[src/rtl/cla_pkg.sv]
package cla_pkg;
    // Width of one lookahead slice; limited to 4 by the five-input fan-in budget.
    parameter int unsigned GRP_W = 4;

    // Per-position carry terms.
    typedef struct packed {
        logic gen;
        logic prop;
    } bit_term_t;
endpackage

[src/rtl/cla_term_gen.sv]
module cla_term_gen #(
    parameter int unsigned W = cla_pkg::GRP_W
) (
    input  logic [W-1:0] a_i,
    input  logic [W-1:0] b_i,
    output logic [W-1:0] gen_o,
    output logic [W-1:0] prop_o
);
    import cla_pkg::*;

    bit_term_t [W-1:0] term_d;

    for (genvar i = 0; i < W; i++) begin : g_pos
        always_comb begin
            term_d[i].gen  = a_i[i] & b_i[i];
            term_d[i].prop = a_i[i] | b_i[i];
            // A position that generates must also propagate (used by R3/R4 group terms).
            p_gen_within_prop_r3: assert (!term_d[i].gen || term_d[i].prop)
                else $error("generate without propagate at position %0d", i);
        end
        assign gen_o[i]  = term_d[i].gen;
        assign prop_o[i] = term_d[i].prop;
    end
endmodule

[src/rtl/cla_carry_net.sv]
module cla_carry_net #(
    parameter int unsigned W = cla_pkg::GRP_W
) (
    input  logic [W-1:0] gen_i,
    input  logic [W-1:0] prop_i,
    input  logic         cin_i,
    output logic [W:0]   carry_o,
    output logic         grp_gen_o,
    output logic         grp_prop_o
);
    logic [W:0] carry_d;
    logic       grp_gen_d;
    logic       grp_prop_d;
    logic       acc;
    logic       term;
    logic       tail;
    logic       rip;

    // Each carry is one OR of AND terms over gen/prop and cin only.
    always_comb begin
        carry_d    = '0;
        carry_d[0] = cin_i;
        acc  = 1'b0;
        term = 1'b0;
        tail = 1'b0;
        rip  = cin_i;
        for (int k = 0; k < int'(W); k++) begin
            acc = 1'b0;
            for (int j = 0; j <= k; j++) begin
                term = gen_i[j];
                for (int m = j + 1; m <= k; m++) begin
                    term = term & prop_i[m];
                end
                acc = acc | term;
            end
            tail = cin_i;
            for (int m = 0; m <= k; m++) begin
                tail = tail & prop_i[m];
            end
            carry_d[k+1] = acc | tail;
            // Independent serial form of the same carry.
            rip = gen_i[k] | (prop_i[k] & rip);
            p_carry_ripple_match_r2: assert (carry_d[k+1] == rip)
                else $error("flat carry %0d differs from serial form", k + 1);
        end
    end

    // Group terms for the next lookahead level.
    always_comb begin
        grp_gen_d  = 1'b0;
        grp_prop_d = &prop_i;
        for (int j = 0; j < int'(W); j++) begin
            logic t;
            t = gen_i[j];
            for (int m = j + 1; m < int'(W); m++) begin
                t = t & prop_i[m];
            end
            grp_gen_d = grp_gen_d | t;
        end
    end

    always_comb begin
        p_group_gen_carry_r5: assert (!grp_gen_d || carry_d[W])
            else $error("group generate without carry out");
        p_group_prop_carry_r5: assert (!(grp_prop_d && cin_i) || carry_d[W])
            else $error("group propagate with carry in but no carry out");
        p_group_kill_r5: assert (grp_gen_d || (grp_prop_d && cin_i) || !carry_d[W])
            else $error("carry out with neither group term");
    end

    assign carry_o    = carry_d;
    assign grp_gen_o  = grp_gen_d;
    assign grp_prop_o = grp_prop_d;
endmodule

[src/rtl/cla_sum_xor.sv]
module cla_sum_xor #(
    parameter int unsigned W = cla_pkg::GRP_W
) (
    input  logic [W-1:0] a_i,
    input  logic [W-1:0] b_i,
    input  logic [W-1:0] carry_i,
    output logic [W-1:0] sum_o
);
    logic [W-1:0] sum_d;

    for (genvar i = 0; i < W; i++) begin : g_bit
        always_comb begin
            sum_d[i] = a_i[i] ^ b_i[i] ^ carry_i[i];
            // With no carry in, a sum bit is set only if exactly one operand bit is.
            p_sum_halfadd_r1: assert (carry_i[i] || (sum_d[i] == (a_i[i] != b_i[i])))
                else $error("sum bit %0d wrong with no incoming carry", i);
        end
    end

    assign sum_o = sum_d;
endmodule

[src/rtl/cla4_group.sv]
module cla4_group #(
    parameter int unsigned W = cla_pkg::GRP_W
) (
    input  logic [W-1:0] a_i,
    input  logic [W-1:0] b_i,
    input  logic         cin_i,
    output logic [W-1:0] sum_o,
    output logic         cout_o,
    output logic         grp_gen_o,
    output logic         grp_prop_o
);
    logic [W-1:0] gen_w;
    logic [W-1:0] prop_w;
    logic [W:0]   carry_w;

    cla_term_gen #(.W(W)) u_terms (
        .a_i    (a_i),
        .b_i    (b_i),
        .gen_o  (gen_w),
        .prop_o (prop_w)
    );

    cla_carry_net #(.W(W)) u_carry (
        .gen_i      (gen_w),
        .prop_i     (prop_w),
        .cin_i      (cin_i),
        .carry_o    (carry_w),
        .grp_gen_o  (grp_gen_o),
        .grp_prop_o (grp_prop_o)
    );

    cla_sum_xor #(.W(W)) u_sum (
        .a_i     (a_i),
        .b_i     (b_i),
        .carry_i (carry_w[W-1:0]),
        .sum_o   (sum_o)
    );

    assign cout_o = carry_w[W];
endmodule

[config.mk]
export PLATFORM = sky130hd
export DESIGN_NAME = cla4_group
export DESIGN_NICKNAME = d
export VERILOG_FILES = /design/src/rtl/cla_pkg.sv /design/src/rtl/cla_term_gen.sv /design/src/rtl/cla_carry_net.sv /design/src/rtl/cla_sum_xor.sv /design/src/rtl/cla4_group.sv
export SDC_FILE = /design/constraint.sdc
export NUM_CORES = 1
export LEC_CHECK = 0
export ABC_AREA = 1
export CORE_AREA = 2 2 39 41
export DETAILED_ROUTE_END_ITERATION = 8
export DIE_AREA = 0 0 41 43
export PLACE_DENSITY_LB_ADDON = 0.08
export SLEW_MARGIN = 20
export SYNTH_ARGS = -nofsm -noshare
export SYNTH_HDL_FRONTEND = slang
export SYNTH_SLANG_ARGS = --single-unit
[constraint.sdc]
create_clock -name vclk -period 1.6
set_input_delay 0.4 -clock vclk [all_inputs]
set_output_delay 0.4 -clock vclk [all_outputs]
set_load 0.1 [all_outputs]
==> metrics <==
outcome finished with violations; failing checks negative setup slack; Die Area ~0.0018 sq mm; syn_area_per_cell roughly 6.6 sq um; setup tns final -1.01 ns; DRC viols 0; standard-cell rows 14; IO Count 16; Worst EP arrival approximately 1.4 ns; Worst Hold End grp_prop_o; crit path launch type primary input; most frequent cells in the layout 8 x buf_12, 6 x inv_2, 5 x buf_2, 5 x buf_4; Tot Pwr between 500 and 600 uW; antenna cells 0; PnR worst setup slack -0.226 ns; WHS Path Cells 5; largest net degree at the start of global routing 4; IO buf count 16; clock buffers 0; pwr/cell area around 640 mW/mm^2; final period utilization 1.14; Initial Util 0.215; syn_nets 63; Mapped Area between 200 and 300 sq um; multi-input logic area 410 sq um; Final Instance Count excl. Fillers just over 80; Peak VDD IR between 0.4 and 0.5 mV; Die H ~43 um; post-route minimum period roughly 1.8 ns; total track usage 0.0904; CTS Hold Bufs 0; DR vias 340; drt pass-1 iters 2; Worst slew margin 0.827; RSZ-0062 raised after global routing true; Cells after Synth 45; Worst EP required about 1.2 ns; leakage power about 0.37 nW; met2 usage 0.181; final hold vios 0; met1 usage 0.103; placed cell count 81; Chip Width between 40 and 50 um; register area share after synthesis 0; met3 global-route usage 0; commonest non-fill, non-tap cell in the layout buf_12; Filler cells between 100 and 150; Final Net Count 87; GR Overflow Total 0; Seq cells 0; CORE AREA 0.00138 sq mm; vias in the first global route ~330; Max Clock Freq 548 MHz; fin util 0.582; Vias/cell ~4; Hold Crit Class primary input to output port; sequential cell area 0 sq um; critical path class primary input to output port; antenna violations before repair 0; post-DP HPWL about 620 um; gpl congestion ~0.7; hold path start a_i[3]; synth unique cells 15; Slew Viols, Final 0; most used routing layer met2; area added between synthesis and finish 171%; crit end category output port; DRT antenna net count 0; Max-Cap Viols 0; synth warn 0; Post-Route WL around 700 um; Detailed Route Iter0 Violations 1; share of layout cells above drive strength 1 0.851; CP max FO 3; worst-margin pin slew between 0.2 and 0.3 ns; first-pass GRT wire length 1180 um; per-cell routed wire length between 8 and 9 um; final count of negative-setup-slack endpoints 7
## report_power, final
part           switching, mW  internal (mW)  leakage [nW]
logic                  0.309          0.209         0.368
clock network              0              0             0
registers                  0              0             0
total                  0.309          0.209         0.368
## area by class of cell
| cell class | instances | area share |
|---|---|---|
| Inverter | 16 | 0.120 |
| Timing Repair Buffer | 22 | 0.346 |
| Multi-Input combinational cell | 29 | 0.509 |
| Tap cell | 16 | 0.0248 |
## repair_timing
action	4_1_cts	5_1_grt
buffers inserted	2	0
gates resized for setup	62	10
pin swaps	16	10
endpoints found under the setup margin	7	7
## synthesized netlist by cell type, drive strengths merged
master / instances / area share
nand2: 7 / 0.11
fa: 1 / 0.067
clkinv: 1 / 0.017
nor4: 1 / 0.021
inv: 15 / 0.19
nand3: 5 / 0.10
or2: 1 / 0.021
nand4: 2 / 0.042
xor2: 1 / 0.029
nor2: 2 / 0.034
ha: 8 / 0.34
xnor2: 1 / 0.029
## logic make-up after synthesis
| group | Yosys count | synth area share |
|---|---|---|
| xor+xnor | 2 | 0.0588 |
| fa+ha+maj | 9 | 0.403 |
| buf+inv | 16 | 0.206 |
| simple gates | 18 | 0.332 |
## worst max-delay path by stage
stage,cells after the start,endpoint,startpoint
4_1_cts,10,sum_o[3],a_i[1]
3_3_place_gp,8,sum_o[2],b_i[1]
2_1_floorplan,7,cout_o,b_i[1]
5_1_grt,10,sum_o[3],b_i[1]
6_report,10,sum_o[3],a_i[0]
3_5_place_dp,8,sum_o[2],b_i[1]
## per-stage QoR
stage | instance area [sq um] | hold WS [ns] | setup WS (ns)
final | 806 | 1.32 | -0.226
after global routing | 806 | 1.34 | -0.269
after CTS | 790 | 1.32 | -0.253
after global placement | 721 | 1.67 | -0.738
after detailed placement | 721 | 1.67 | -0.747
after floorplan | 440 | 1.11 | -0.483
## per-layer routing
| layer | routed length [um] | part of all wire |
|---|---|---|
| met4 | 0 | 0 |
| met1 | 244 | 0.35 |
| met5 | 0 | 0 |
| met3 | 23 | 0.033 |
| met2 | 421 | 0.61 |
## worst max-delay path, cell delays in order
cell	delay, ns
buf_8	0.08
inv_6	0.03
ha_4	0.16
nor2_4	0.15
nand3_4	0.08
buf_4	0.14
nand3_2	0.08
nand2_4	0.06
nand2_8	0.07
buf_12	0.17
No activity file was read; power rests on OpenSTA's default activity.
